**src/rtl/sxs_pkg.sv**
```systemverilog
package sxs_pkg;

    // Width of one select code in the schedule table
    localparam int SEL_W = 3;

    // Source select codes; any code at or above the port count is idle
    typedef enum logic [SEL_W-1:0] {
        SRC_NORTH = 3'd0,
        SRC_EAST  = 3'd1,
        SRC_SOUTH = 3'd2,
        SRC_WEST  = 3'd3,
        SRC_LOCAL = 3'd4,
        SRC_IDLE  = 3'd7
    } src_sel_e;

    // True when a code names a real input for a switch with n_ports ports
    function automatic logic sel_routes(input logic [SEL_W-1:0] code, input int n_ports);
        return int'(code) < n_ports;
    endfunction

endpackage

```
**src/rtl/sxs_slot_counter.sv**
```systemverilog
module sxs_slot_counter #(
    parameter int NUM_SLOTS = 8,
    localparam int SLOT_W = (NUM_SLOTS > 1) ? $clog2(NUM_SLOTS) : 1
) (
    input  logic              clk,
    input  logic              rst,
    input  logic              run,
    output logic [SLOT_W-1:0] slot
);

    localparam logic [SLOT_W-1:0] LAST_SLOT = SLOT_W'(NUM_SLOTS - 1);

    always_ff @(posedge clk) begin
        if (rst || !run) begin
            slot <= '0;
        end else if (slot == LAST_SLOT) begin
            slot <= '0;
        end else begin
            slot <= slot + 1'b1;
        end
    end

endmodule

```
**src/rtl/sxs_sched_mem.sv**
```systemverilog
module sxs_sched_mem
    import sxs_pkg::*;
#(
    parameter int NUM_SLOTS = 8,
    parameter int NUM_PORTS = 5,
    localparam int SLOT_W = (NUM_SLOTS > 1) ? $clog2(NUM_SLOTS) : 1
) (
    input  logic                                clk,
    input  logic                                rst,
    input  logic                                wr_en,
    input  logic [SLOT_W-1:0]                   wr_slot,
    input  logic [SEL_W-1:0]                    wr_port,
    input  logic [SEL_W-1:0]                    wr_sel,
    input  logic [SLOT_W-1:0]                   rd_slot,
    output logic [NUM_PORTS*SEL_W-1:0]          rd_sel,
    output logic [NUM_SLOTS*NUM_PORTS*SEL_W-1:0] tbl_flat
);

    logic [SEL_W-1:0] entry_q [NUM_SLOTS][NUM_PORTS];

    // One register per (slot, port) entry, reset to idle
    for (genvar s = 0; s < NUM_SLOTS; s++) begin : g_slot
        for (genvar p = 0; p < NUM_PORTS; p++) begin : g_port
            localparam logic [SLOT_W-1:0] S_IDX = SLOT_W'(s);
            localparam logic [SEL_W-1:0]  P_IDX = SEL_W'(p);
            always_ff @(posedge clk) begin
                if (rst) begin
                    entry_q[s][p] <= SRC_IDLE;
                end else if (wr_en && wr_slot == S_IDX && wr_port == P_IDX) begin
                    entry_q[s][p] <= wr_sel;
                end
            end
            assign tbl_flat[(s*NUM_PORTS+p)*SEL_W +: SEL_W] = entry_q[s][p];
        end
    end

    // Read the whole row of the current slot
    always_comb begin
        rd_sel = '0;
        for (int s = 0; s < NUM_SLOTS; s++) begin
            if (rd_slot == SLOT_W'(s)) begin
                for (int p = 0; p < NUM_PORTS; p++) begin
                    rd_sel[p*SEL_W +: SEL_W] = entry_q[s][p];
                end
            end
        end
    end

endmodule

```
**src/rtl/sxs_out_port.sv**
```systemverilog
module sxs_out_port
    import sxs_pkg::*;
#(
    parameter int NUM_PORTS = 5,
    parameter int DATA_W    = 8
) (
    input  logic                        clk,
    input  logic                        rst,
    input  logic                        run,
    input  logic [SEL_W-1:0]            sel,
    input  logic [NUM_PORTS*DATA_W-1:0] in_data,
    input  logic [NUM_PORTS-1:0]        in_valid,
    output logic [DATA_W-1:0]           data_q,
    output logic                        valid_q
);

    logic [DATA_W-1:0] pick_data;
    logic              pick_valid;

    // Source multiplexer; idle codes leave the pick at zero
    always_comb begin
        pick_data  = '0;
        pick_valid = 1'b0;
        if (sel_routes(sel, NUM_PORTS)) begin
            for (int i = 0; i < NUM_PORTS; i++) begin
                if (sel == SEL_W'(i)) begin
                    pick_data  = in_data[i*DATA_W +: DATA_W];
                    pick_valid = in_valid[i];
                end
            end
        end
    end

    always_ff @(posedge clk) begin
        if (rst || !run) begin
            data_q  <= '0;
            valid_q <= 1'b0;
        end else begin
            data_q  <= pick_data;
            valid_q <= pick_valid;
        end
    end

endmodule

```
**src/rtl/sched_xbar_switch.sv**
```systemverilog
module sched_xbar_switch
    import sxs_pkg::*;
#(
    parameter int NUM_PORTS = 5,
    parameter int DATA_W    = 8,
    parameter int NUM_SLOTS = 8,
    localparam int SLOT_W = (NUM_SLOTS > 1) ? $clog2(NUM_SLOTS) : 1
) (
    input  logic                        clk,
    input  logic                        rst,
    input  logic                        sched_en,
    input  logic [NUM_PORTS*DATA_W-1:0] in_data,
    input  logic [NUM_PORTS-1:0]        in_valid,
    output logic [NUM_PORTS*DATA_W-1:0] out_data,
    output logic [NUM_PORTS-1:0]        out_valid,
    input  logic                        cfg_we,
    input  logic [SLOT_W-1:0]           cfg_slot,
    input  logic [SEL_W-1:0]            cfg_port,
    input  logic [SEL_W-1:0]            cfg_sel
);

    localparam logic [SEL_W-1:0] PORT_LIMIT = SEL_W'(NUM_PORTS);
    localparam logic [SLOT_W:0]  SLOT_LIMIT = (SLOT_W+1)'(NUM_SLOTS);

    logic [SLOT_W-1:0]                    slot_q;
    logic [NUM_PORTS*SEL_W-1:0]           sel_cur;
    logic [NUM_SLOTS*NUM_PORTS*SEL_W-1:0] tbl_flat;
    logic                                 tbl_wr;

    // Table writes only while stopped, and only to real ports and slots
    assign tbl_wr = cfg_we && !sched_en && (cfg_port < PORT_LIMIT)
                    && ({1'b0, cfg_slot} < SLOT_LIMIT);

    sxs_slot_counter #(.NUM_SLOTS(NUM_SLOTS)) slot_i (
        .clk  (clk),
        .rst  (rst),
        .run  (sched_en),
        .slot (slot_q)
    );

    sxs_sched_mem #(.NUM_SLOTS(NUM_SLOTS), .NUM_PORTS(NUM_PORTS)) mem_i (
        .clk      (clk),
        .rst      (rst),
        .wr_en    (tbl_wr),
        .wr_slot  (cfg_slot),
        .wr_port  (cfg_port),
        .wr_sel   (cfg_sel),
        .rd_slot  (slot_q),
        .rd_sel   (sel_cur),
        .tbl_flat (tbl_flat)
    );

    for (genvar o = 0; o < NUM_PORTS; o++) begin : g_out
        sxs_out_port #(.NUM_PORTS(NUM_PORTS), .DATA_W(DATA_W)) port_i (
            .clk      (clk),
            .rst      (rst),
            .run      (sched_en),
            .sel      (sel_cur[o*SEL_W +: SEL_W]),
            .in_data  (in_data),
            .in_valid (in_valid),
            .data_q   (out_data[o*DATA_W +: DATA_W]),
            .valid_q  (out_valid[o])
        );
    end

endmodule

```
**config.mk**
```make
export PLATFORM = sky130hd
export DESIGN_NAME = sched_xbar_switch
export DESIGN_NICKNAME = d
export VERILOG_FILES = /design/src/rtl/sxs_pkg.sv /design/src/rtl/sxs_slot_counter.sv /design/src/rtl/sxs_sched_mem.sv /design/src/rtl/sxs_out_port.sv /design/src/rtl/sched_xbar_switch.sv
export SDC_FILE = /design/constraint.sdc
export NUM_CORES = 1
export LEC_CHECK = 0
export BUFFER_PORTS_ARGS = -buffer_cell sky130_fd_sc_hd__buf_2
export CAP_MARGIN = 20
export CORE_AREA = 2 2 154 171
export DETAILED_ROUTE_END_ITERATION = 16
export DIE_AREA = 0 0 156 173
export SYNTH_ARGS = -nofsm -noshare
export SYNTH_HDL_FRONTEND = slang
export SYNTH_HIERARCHICAL = 1
export SYNTH_SLANG_ARGS = --single-unit
```
**constraint.sdc**
```tcl
create_clock -name clk -period 4.3 [get_ports clk]
set_input_delay 0.215 -clock clk [delete_from_list [all_inputs] [get_ports clk]]
set_output_delay 0.215 -clock clk [all_outputs]
set_load 0.01 [all_outputs]
```
==> results of run 1 <==
## worst max path at each step
stage / startpoint / endpoint / slack [ns] / cells after the start
after floorplan: slot_i/slot[2] / g_out[3].port_i/data_q[4] / 2.15 / 10
after global placement: slot_i/slot[2] / g_out[1].port_i/data_q[5] / 0.67 / 5
after detailed placement: slot_i/slot[0] / g_out[1].port_i/data_q[4] / 0.79 / 7
after CTS: slot_i/slot[0] / g_out[2].port_i/data_q[5] / 0.74 / 8
after global routing: slot_i/slot[0] / g_out[2].port_i/data_q[6] / 0.44 / 8
final: slot_i/slot[0] / g_out[2].port_i/data_q[5] / 0.69 / 8
## cell usage after synthesis, types with 2 or more instances
| master | n | area [sq um] |
|---|---|---|
| a21o_1 | 25 | 188 |
| a21oi_1 | 26 | 130 |
| a21oi_4 | 5 | 81.3 |
| a221oi_1 | 3 | 26.3 |
| a221oi_2 | 10 | 150 |
| a22oi_1 | 13 | 97.6 |
| and2_1 | 2 | 12.5 |
| and3b_1 | 2 | 17.5 |
| and4bb_2 | 2 | 25.0 |
| buf_1 | 2 | 7.51 |
| buf_2 | 35 | 175 |
| buf_4 | 2 | 15.0 |
| buf_6 | 7 | 78.8 |
| clkbuf_1 | 22 | 82.6 |
| dfxtp_1 | 48 | 961 |
| edfxtp_1 | 120 | 3600 |
| ha_1 | 2 | 25.0 |
| mux2i_1 | 75 | 751 |
| nand2_1 | 159 | 597 |
| nand2b_1 | 9 | 56.3 |
| nor2_1 | 106 | 398 |
| nor2b_1 | 3 | 18.8 |
| nor3_1 | 13 | 65.1 |
| nor3_2 | 13 | 130 |
| nor3b_2 | 5 | 62.6 |
| nor4b_2 | 2 | 30.0 |
| o211ai_1 | 4 | 30.0 |
| o21ai_0 | 4 | 20.0 |
| o21ai_1 | 3 | 15.0 |
| o21bai_1 | 15 | 113 |
| o221a_2 | 45 | 507 |
| o2bb2ai_1 | 45 | 394 |
| o31a_1 | 13 | 114 |
| or2_0 | 13 | 81.3 |
| or2_1 | 8 | 50.1 |
| or2b_1 | 5 | 37.5 |
## flip-flops by register name, summed over array words and instances (netlist names)
name                  cells
g_out.port_i/data_q      40
mem_i/entry_q           120
slot_i/slot               3
g_out.port_i/valid_q      5
## metrics by stage
stage	setup WS [ns]	power (uW)	utilization
2_1_floorplan	2.15	2280	-
3_3_place_gp	0.668	2500	0.395
3_5_place_dp	0.791	2510	0.396
4_1_cts	0.742	4050	0.420
5_1_grt	0.438	4160	0.420
6_report	0.687	4030	0.420
## critical path: stages, from the launching register on
cell,delay [ns]
dfxtp_2,0.83
nor2b_1,0.77
nand2_1,0.11
a21oi_1,0.17
o31a_1,0.17
buf_4,0.28
nor3b_2,0.80
o2bb2ai_1,0.21
o221a_2,0.20
## layout make-up
cell class / instances / area share
Timing Repair Buffer: 121 / 0.0627
Clock inverter: 13 / 0.0151
Sequential cell: 168 / 0.433
Tap cell: 315 / 0.0374
Clock buffer: 19 / 0.0411
Multi-Input combinational cell: 639 / 0.411
## where the power goes
part | switching, uW | internal [uW]
Clock | 679 | 873
Sequential | 38.9 | 1810
Combinational | 412 | 223
Total | 1130 | 2900
## cell families (layout without fill, tap and decap cells)
family	after synthesis	in the layout
AND/OR/NAND/NOR	351	351
AO/OA/AOI/OAI	211	211
flip-flops	168	168
multiplexers	75	75
buffers and inverters	68	153
adder cells (fa/ha/maj)	2	2
## routing by layer
metal | vias to the layer above | track usage | wire length, um
met2 | 405 | 0.371 | 14500
li1 | 3398 | - | -
met3 | 63 | 0.0381 | 2630
met5 | - | 0 | 0
met1 | 3515 | 0.284 | 11700
met4 | 0 | 0.0852 | 1000
==> metrics.log, run 1 <==
[metrics] Sequential cell area: 0.00457 sq mm
[metrics] element type at the critical path start: flip-flop
[metrics] total DRC errors in the routed layout: 0
[metrics] f_max: 277 MHz
[metrics] number of vias in the routed layout: 7381
[metrics] Max-slew headroom: 0.291
[metrics] Cell Area, Placed: 0.00995 sq mm
[metrics] final setup violation count: 0
[metrics] maximum number of pins on one net before global-route repair: 38
[metrics] Yosys warning count: 6
[metrics] CTS tree: done
[metrics] post-synthesis share of cell area spent on and, or, nand and nor gates: 0.180
[metrics] share of post-route cells with drive strength above 1: 0.248
[metrics] Peak VDD IR: between 0.2 and 0.3 mV
[metrics] worst min-delay path endpoint: g_out[3].port_i/valid_q
[metrics] worst hold path type: primary input to flip-flop
[metrics] endpoint of the most critical register-to-register path: g_out[2].port_i/data_q[5]
[metrics] final weighted congestion in routability-driven placement: between 0.8 and 0.9
[metrics] total power per unit cell area: 383 mW/mm^2
[metrics] total of buffers placed on input and output ports: 102
[metrics] ys async rst share: 0
[metrics] main combinational cell family by area after synthesis: compound AO/OA/AOI/OAI gates
[metrics] Final Critical Period: about 3.6 ns
[metrics] Cells after Synth: a little under 900
[metrics] outcome: complete, no violations
[metrics] depth of the CTS H-tree: 4
[metrics] number of flops mapped to enable cells by yosys: 120
[metrics] Die Footprint: 0.0270 sq mm
[metrics] number of max-slew violations in the final report: 0
[metrics] register area share after synthesis: 0.495
[metrics] setup repair after global routing missed its margin: no
[metrics] clock transition at the registers of the reported paths: 0.07 ns
[metrics] Most used DFF post-synth: edfxtp_1
[metrics] worst-case register-to-register setup slack: 0.69 ns
[metrics] worst-case hold slack: roughly 0.15 ns
[metrics] buffers from clock root to sink, at most: 2
[metrics] most common cell after layout, fill and taps aside: nand2_1
[metrics] Crit path arrival time: roughly 4.0 ns
[metrics] critical register-to-register path startpoint: slot_i/slot[0]
[metrics] largest clock skew in the final design: 0.00992 ns
[metrics] startpoint of the worst hold path: in_valid[4]
[metrics] routed wire length: slightly below 30 mm
[metrics] net count reported at finish: 1007
[metrics] logic depth of the worst register-to-register path: 8
[metrics] WL/cell: 23.4 um
[metrics] number of global-route vias before repair: 7346
[metrics] worst hold path depth: 2
[metrics] final-layout fill cell count: 2458
[metrics] number of buffers added by the clock tree synthesis step: 17
[metrics] Cell Rows: between 60 and 70
[metrics] compound-cell area share of the yosys netlist: 0.202
[metrics] most frequent cells in the layout: nand2_1 (159), edfxtp_1 (120), nor2_1 (106)
[metrics] GRT Resource Usage Total: 0.221
[metrics] post-CTS setup buffers: 0
[metrics] cell area after layout: 0.0105 sq mm
[metrics] insertion delay to the later sink of the worst-skew pair: 0.43 ns
[metrics] vias per inst: approximately 5.8
[metrics] final-report hold violation count: 0
[metrics] total negative slack: 0 ns
[metrics] #FFs+latches synth: 168
[metrics] standard cell core area: 0.0251 sq mm
[metrics] total grt overflow: 0
[metrics] static power due to leakage: 0.00385 uW
[metrics] number of iterations in the first detailed-routing pass: 5
[metrics] count of placed standard cells including taps: 1243
[metrics] Worst Tran Pin Value: ~1.1 ns
[metrics] post-route clock period utilization: 0.840
[metrics] portion of netlist area occupied by mux cells: 0.0814
[metrics] Synth Area in XOR/XNOR: 0
[metrics] number of non-filler instances in the completed layout: 1275
[metrics] category of the critical setup timing path: flip-flop to flip-flop
[metrics] post-synthesis adder-cell area fraction: 0.00271
[metrics] HPWL reported at the end of detailed placement: around 21 mm
[metrics] master cell of the clock root buffer: clkbuf_16
[metrics] hold-fix buffers at CTS: 0
[metrics] synthesized cell area: 0.00923 sq mm
[metrics] post_cts resized: 0
[metrics] initial antenna violation count: 0
[metrics] Boundary Pins: 103
[metrics] Synth cell types: 45
[metrics] global-route wire length before repair: 44.2 mm
[metrics] CP Data Required Time: 4.67 ns
[metrics] synthesized area divided by synthesized cell count: 10.5 sq um
[metrics] starting density of the core: 0.367
[metrics] largest fanout of any net on the critical path: 27
[metrics] area taken by multi-input logic gates: 0.00433 sq mm
[metrics] overall die width: around 160 um
[metrics] final antenna diode count: 0
[metrics] Die H: 173 um
[metrics] synthesis-to-finish area growth: 14.2%
[metrics] Critical Path Sink Type: flip-flop
[metrics] Post-DRT Antenna Nets: 0
[metrics] post-synthesis net count: 935
[metrics] first-iteration detailed-routing DRC count: about 680
[metrics] Num Clock Sinks: 168
[metrics] total of max-cap violations: 0
Power figures use the tool's default switching activity.
==> run 2, diff against run 1 <==
- clock period: 4.3 -> 3 ns (I/O delays scaled with it)
==> run 2 against run 1 <==
Net effect:
- fmax is 35% higher
- wire length is 1.6% higher
- die area stayed put
- combinational power is 49% higher
- worst hold slack worse by 0.078 ns
- sequential share of layout area is 0.93 points lower
- core utilization is 0.92 points higher
- non-clock buffer count is 29 higher
- clock skew is 0.0047 ns higher
- cell area is 2.2% higher
- clock power is 45% higher
- critical path type unchanged
- largest power group unchanged
==> metrics.log, run 2 (synthesis results as in run 1) <==
[metrics] outcome: complete, no violations
[metrics] GRT Resource Usage Total: 0.223
[metrics] critical register-to-register path startpoint: slot_i/slot[1]
[metrics] total negative slack: 0 ns
[metrics] number of max-slew violations in the final report: 0
[metrics] total of max-cap violations: 0
[metrics] Post-DRT Antenna Nets: 0
[metrics] post-CTS setup buffers: 0
[metrics] WL/cell: 23.3 um
[metrics] total grt overflow: 0
[metrics] synthesis-to-finish area growth: 16.7%
[metrics] Worst Tran Pin Value: 0.840 ns
[metrics] clock transition at the registers of the reported paths: 0.08 ns
[metrics] overall die width: 156 um
[metrics] routed wire length: 30.3 mm
[metrics] number of iterations in the first detailed-routing pass: 5
[metrics] CP Data Required Time: 3.32 ns
[metrics] initial antenna violation count: 0
[metrics] post_cts resized: 0
[metrics] final-report hold violation count: 0
[metrics] Largest register FFs: 120
[metrics] largest fanout of any net on the critical path: 12
[metrics] final-layout fill cell count: about 2400
[metrics] number of buffers added by the clock tree synthesis step: 17
[metrics] total power per unit cell area: 543 mW/mm^2
[metrics] Cell Rows: 61
[metrics] final antenna diode count: 0
[metrics] hold-fix buffers at CTS: 0
[metrics] Crit path max-delay family: compound AO/OA/AOI/OAI gates
[metrics] global-route wire length before repair: 44.8 mm
[metrics] Max-slew headroom: 0.435
[metrics] largest registers: mem_i/entry_q: 120 flops, g_out.port_i/data_q: 40 flops, g_out.port_i/valid_q: 5 flops
[metrics] Slowest-stage cell, CP: dfxtp_1
[metrics] library cell appearing most often on the critical path: buf_4
[metrics] largest incremental delay on the critical path: around 0.47 ns
[metrics] total of buffers placed on input and output ports: 102
[metrics] final weighted congestion in routability-driven placement: 0.848
[metrics] static power due to leakage: roughly 0.0040 uW
[metrics] number of vias in the routed layout: approximately 7500
[metrics] worst hold path type: primary input to flip-flop
[metrics] share of post-route cells with drive strength above 1: 0.272
[metrics] startpoint of the worst hold path: in_valid[4]
[metrics] post-route clock period utilization: 0.893
[metrics] Boundary Pins: 103
[metrics] register with the highest flop count: mem_i/entry_q
[metrics] total DRC errors in the routed layout: 0
[metrics] worst path buffer plus inverter count: 3
[metrics] Critical Path Sink Type: flip-flop
[metrics] insertion delay to the later sink of the worst-skew pair: 0.44 ns
[metrics] maximum number of pins on one net before global-route repair: 47
[metrics] most frequent cells in the layout: nand2_1 (159), edfxtp_1 (120), nor2_1 (106)
[metrics] most common cell after layout, fill and taps aside: nand2_1
[metrics] Die H: 173 um
[metrics] final setup violation count: 0
[metrics] Final Critical Period: around 2.7 ns
[metrics] Crit path arrival time: 3.00 ns
[metrics] category of the critical setup timing path: flip-flop to flip-flop
[metrics] Peak VDD IR: about 0.38 mV
[metrics] Die Footprint: 0.0270 sq mm
[metrics] area taken by multi-input logic gates: between 0.004 and 0.005 sq mm
[metrics] largest clock skew in the final design: 0.0146 ns
[metrics] standard cell core area: 0.0251 sq mm
[metrics] critical path, cell by cell: buf_4 -> buf_4 -> a22oi_1 -> a21oi_1 -> o31a_1 -> buf_4 -> nand2_1 -> o221a_2
[metrics] number of global-route vias before repair: 7424
[metrics] first-iteration detailed-routing DRC count: 550
[metrics] f_max: ~370 MHz
[metrics] net count reported at finish: 1036
[metrics] setup repair after global routing missed its margin: no
[metrics] HPWL reported at the end of detailed placement: 21.6 mm
[metrics] Critical Path Source: slot_i/slot[1]
[metrics] CTS tree: done
[metrics] starting density of the core: 0.367
[metrics] master cell of the clock root buffer: clkbuf_16
[metrics] buffers from clock root to sink, at most: 2
[metrics] Sequential cell area: 0.00457 sq mm
[metrics] element type at the critical path start: flip-flop
[metrics] post-layout total power: 5850 uW
[metrics] depth of the CTS H-tree: 4
[metrics] Num Clock Sinks: 168
[metrics] vias per inst: 5.73
==> run 2: changes by cell type in the layout (fill, tap and decap cells not counted), sizes merged <==
cell	change
clkbuf	-2
bufinv	-1
buf	+29
clkinvlp	-1
inv	+4
==> run 2: power by group <==
| part | total [uW] | internal [uW] | switching [uW] | leakage, uW |
|---|---|---|---|---|
| sequential | 2650 | 2590 | 53.7 | 0.00160 |
| clock | 2250 | 1200 | 1060 | 0.000294 |
| combinational | 948 | 345 | 603 | 0.00211 |
==> run 2: layout make-up <==
type / instances / area share
clock buffer: 17 / 0.0395
clock inverter: 15 / 0.0163
multi-input combinational: 639 / 0.402
sequential: 168 / 0.424
tap: 315 / 0.0366
timing repair buffer: 150 / 0.0820
==> run 2: metal layers <==
layer / vias up / routed length [um] / global-route usage
met5: - / 0 / 0
met4: 0 / 853 / 0.0722
met3: 56 / 2280 / 0.0444
met2: 366 / 14800 / 0.379
met1: 3604 / 12400 / 0.284
li1: 3451 / - / -
==> run 2: path summary, 6_finish.rpt <==
check / endpoint / slack [ns] / cells past startpoint
hold reg to reg: slot_i/slot[0] / 1.02 / 3
setup reg to reg: g_out[0].port_i/data_q[5] / 0.32 / 8
setup / recovery: g_out[0].port_i/data_q[5] / 0.32 / 8
hold / removal: g_out[3].port_i/valid_q / 0.07 / 2
==> run 2: worst reg2reg max path, cell delays in order, from the launching register on <==
cell     delay [ns]
dfxtp_1        0.47
buf_4          0.23
buf_4          0.20
a22oi_1        0.11
a21oi_1        0.22
o31a_1         0.21
buf_4          0.25
nand2_1        0.43
o221a_2        0.45
==> run 2: per-stage QoR <==
stage	cell area, sq um	cells	utilization	hold WS, ns	worst slack (ns)
detailed placement	10200	1272	0.405	0.508	0.385
floorplan	9230	875	-	0.221	0.848
global route	10800	1304	0.429	0.0736	0.277
global placement	10200	1272	0.405	0.511	0.413
finish	10800	1304	0.429	0.0672	0.320
CTS	10800	1304	0.429	0.0531	0.368
==> run 3, diff against run 2 <==
- CORE_AREA: 2 2 154 171 -> 2 2 157 175
- DIE_AREA: 0 0 156 173 -> 0 0 159 177
- SYNTH_HIERARCHICAL: 1 -> default
==> run 3 against run 2 <==
Net effect:
- critical path depth is 2 higher
- highest routed layer unchanged
- cell area is 7.2% higher
- fmax is 7.6% lower
- count of clock-buffer cells in the layout is 2 higher
- critical path type unchanged
- sequential cell count stayed put
- die area is 4.3% higher
==> metrics.log, run 3 <==
[metrics] outcome: complete, no violations
[metrics] vias per inst: 5.59
[metrics] Die H: 177 um
[metrics] global-route wire length before repair: 44.8 mm
[metrics] end point of the critical path: g_out[1].port_i.data_q[3]
[metrics] Critical Path Sink Type: flip-flop
[metrics] static power due to leakage: between 0.004 and 0.005 uW
[metrics] Cell Area, Placed: 0.0109 sq mm
[metrics] cell area after layout: 0.0115 sq mm
[metrics] final-report hold violation count: 0
[metrics] Num Clock Sinks: 168
[metrics] overall die width: 159 um
[metrics] Post-DRT Antenna Nets: 0
[metrics] Boundary Pins: just over 100
[metrics] largest incremental delay on the critical path: 0.42 ns
[metrics] area taken by multi-input logic gates: 0.00466 sq mm
[metrics] Yosys warning count: 0
[metrics] endpoint of the most critical register-to-register path: g_out[1].port_i.data_q[3]
[metrics] number of vias in the routed layout: 8112
[metrics] master cell of the clock root buffer: clkbuf_16
[metrics] largest registers: mem_i.entry_q: 120 flops, g_out.port_i.data_q: 40 flops, g_out.port_i.valid_q: 5 flops
[metrics] HPWL reported at the end of detailed placement: 20.8 mm
[metrics] first-iteration detailed-routing DRC count: 730
[metrics] #FFs+latches synth: 168
[metrics] Peak VDD IR: 0.405 mV
[metrics] Cells after Synth: 958
[metrics] depth of the CTS H-tree: 4
[metrics] logic depth of the worst register-to-register path: 10
[metrics] number of max-slew violations in the final report: 0
[metrics] ys async rst share: 0
[metrics] Post-Route Utilization: 0.436
[metrics] Largest register FFs: 120
[metrics] net count reported at finish: 1146
[metrics] largest fanout of any net on the critical path: 11
[metrics] number of global-route vias before repair: about 7800
[metrics] post-synthesis net count: 1022
[metrics] largest area contributor in the synthesized netlist: edfxtp_1
[metrics] register area share after synthesis: 0.475
[metrics] most common cell after layout, fill and taps aside: nand2_1
[metrics] final antenna diode count: 0
[metrics] worst-case hold slack: between 0.015 and 0.02 ns
[metrics] final-layout fill cell count: roughly 2500
[metrics] critical path, cell by cell: ha_1 -> ha_2 -> buf_4 -> a221o_1 -> o22ai_1 -> a31oi_1 -> buf_4 -> nor3_4 -> a22oi_1 -> a211oi_1
[metrics] number of buffers added by the clock tree synthesis step: 17
[metrics] Sequential cell area: 0.00456 sq mm
[metrics] total grt overflow: 0
[metrics] routed wire length: 28.7 mm
[metrics] post-route clock period utilization: 0.967
[metrics] total of max-cap violations: 0
[metrics] library cell appearing most often on the critical path: buf_4
[metrics] standard cell core area: between 0.02 and 0.03 sq mm
[metrics] Crit path arrival time: approximately 3.3 ns
[metrics] final weighted congestion in routability-driven placement: 0.841
[metrics] most frequent cells in the layout: nand2_1 (211), edfxtp_1 (120), buf_2 (102)
[metrics] clock transition at the registers of the reported paths: 0.06 ns
[metrics] starting density of the core: 0.363
[metrics] total of buffers placed on input and output ports: 102
[metrics] maximum number of pins on one net before global-route repair: 51
[metrics] Die Footprint: 0.0281 sq mm
[metrics] share of post-route cells with drive strength above 1: 0.261
[metrics] total power per unit cell area: 508 mW/mm^2
[metrics] GRT Resource Usage Total: 0.205
[metrics] Slowest-stage cell, CP: nor3_4
[metrics] register with the highest flop count: mem_i.entry_q
[metrics] f_max: 345 MHz
[metrics] synthesis-to-finish area growth: 20.0%
[metrics] setup repair after global routing missed its margin: yes
[metrics] number of iterations in the first detailed-routing pass: 6
[metrics] most common cell in the synthesized netlist: nand2_1
[metrics] final setup violation count: 0
[metrics] Synth cell types: 80
[metrics] total DRC errors in the routed layout: 0
[metrics] element type at the critical path start: flip-flop
[metrics] top cell type's share of synthesized area: 0.375
[metrics] synthesized area divided by synthesized cell count: roughly 10 sq um
[metrics] initial antenna violation count: 0
[metrics] largest clock skew in the final design: approximately 0.0091 ns
[metrics] CTS tree: done
[metrics] number of flops mapped to enable cells by yosys: 120
[metrics] WL/cell: 19.8 um
[metrics] critical register-to-register path startpoint: slot_i.slot[0]
[metrics] Cell Rows: 63
[metrics] Max-slew headroom: 0.337
[metrics] Critical Path Source: slot_i.slot[0]
[metrics] worst-case register-to-register setup slack: 0.1 ns
[metrics] cells taking the most area after synthesis: edfxtp_1 (37%), dfxtp_1 (10%), nand2_1 (8.2%)
[metrics] synthesized cell area: ~0.0096 sq mm
[metrics] insertion delay to the later sink of the worst-skew pair: 0.44 ns
[metrics] category of the critical setup timing path: flip-flop to flip-flop
[metrics] CP Data Required Time: 3.35 ns
[metrics] top cells by instance count after synthesis: nand2_1 (211), edfxtp_1 (120), a21oi_1 (61), dfxtp_1 (48), a221o_1 (38)
[metrics] buffers from clock root to sink, at most: 2
[metrics] worst hold path type: primary input to flip-flop
[metrics] Worst Tran Pin Value: 0.987 ns
[metrics] Final Critical Period: 2.90 ns
[metrics] Most used DFF post-synth: edfxtp_1
-- run 3: cell types whose count changed in the layout (fill, tap and decap cells not counted), sizes merged, moves of 20 or more --
cell / delta
buf: +27
o21ai: +22
o2bb2ai: -42
a221o: +39
nor2: -69
mux2i: -48
nand2: +53
mux2: +26
o221a: -42
or2: -20
a21oi: +33
-- run 3: report_power, final --
part	leakage, uW	total (uW)	switching (uW)	internal, uW
logic	0.00256	1130	629	500
registers	0.00160	2670	53.7	2620
clock network	0.000255	2060	928	1130
-- run 3: timing repair --
action                                  CTS  global route
pin swaps                                 0             1
endpoints found under the setup margin    7            22
hold buffers                              4             0
resized for setup                         4             7
buffers inserted                          0             3
hold endpoints to repair                  9             0
-- run 3: final cells by class --
cell class / count / share of cell area
Clock buffer: 19 / 0.0375
Clock inverter: 12 / 0.00889
Inverter: 19 / 0.00618
Multi-Input combinational cell: 695 / 0.404
Sequential cell: 168 / 0.395
Tap cell: 357 / 0.0387
Timing Repair Buffer: 181 / 0.109
-- run 3: stage by stage --
step	power, uW	cells	TNS [ns]	worst slack (ns)
after CTS	5860	1448	0	0.0545
after global placement	3800	1413	-0.481	-0.127
after global routing	6070	1451	-0.0112	-0.0112
after detailed placement	3820	1413	-0.641	-0.159
final	5860	1451	0	0.0988
after floorplan	3400	958	0	0.422
-- run 3: how the worst min path moves through the flow --
stage,startpoint,end,cells after the start
global route,in_data[37],g_out[4].port_i.data_q[5],2
floorplan,in_data[38],g_out[3].port_i.data_q[6],2
finish,in_data[37],g_out[0].port_i.data_q[5],3
CTS,in_data[35],g_out[4].port_i.data_q[3],2
global placement,in_valid[4],g_out[4].port_i.valid_q,2
detailed placement,in_data[38],g_out[4].port_i.data_q[6],2
-- run 3: cells by family (layout without fill, tap and decap cells) --
logic type | count (synthesis) | after routing | synth area share
AND/OR/NAND/NOR | 342 | 342 | 0.165
AO/OA/AOI/OAI | 285 | 285 | 0.225
flip-flops | 168 | 168 | 0.475
buffers and inverters | 95 | 231 | 0.0484
multiplexers | 62 | 62 | 0.0796
adder cells (fa/ha/maj) | 6 | 6 | 0.00780
-- run 3: critical path: cells and delay by family (launching register included) --
| kind | cells | cell delay (ns) |
|---|---|---|
| flip-flops | 1 | 0.34 |
| AND/OR/NAND/NOR | 1 | 0.42 |
| buffers and inverters | 2 | 0.42 |
| adder cells (fa/ha/maj) | 2 | 0.48 |
| AO/OA/AOI/OAI | 5 | 1.15 |
-- run 3: metal layers --
| metal | vias up | GRT usage | part of all wire |
|---|---|---|---|
| met4 | 0 | 0.0652 | 0.018 |
| met2 | 330 | 0.343 | 0.48 |
| met3 | 33 | 0.0363 | 0.067 |
| li1 | 3848 | - | - |
| met1 | 3901 | 0.271 | 0.43 |
| met5 | - | 0 | 0 |
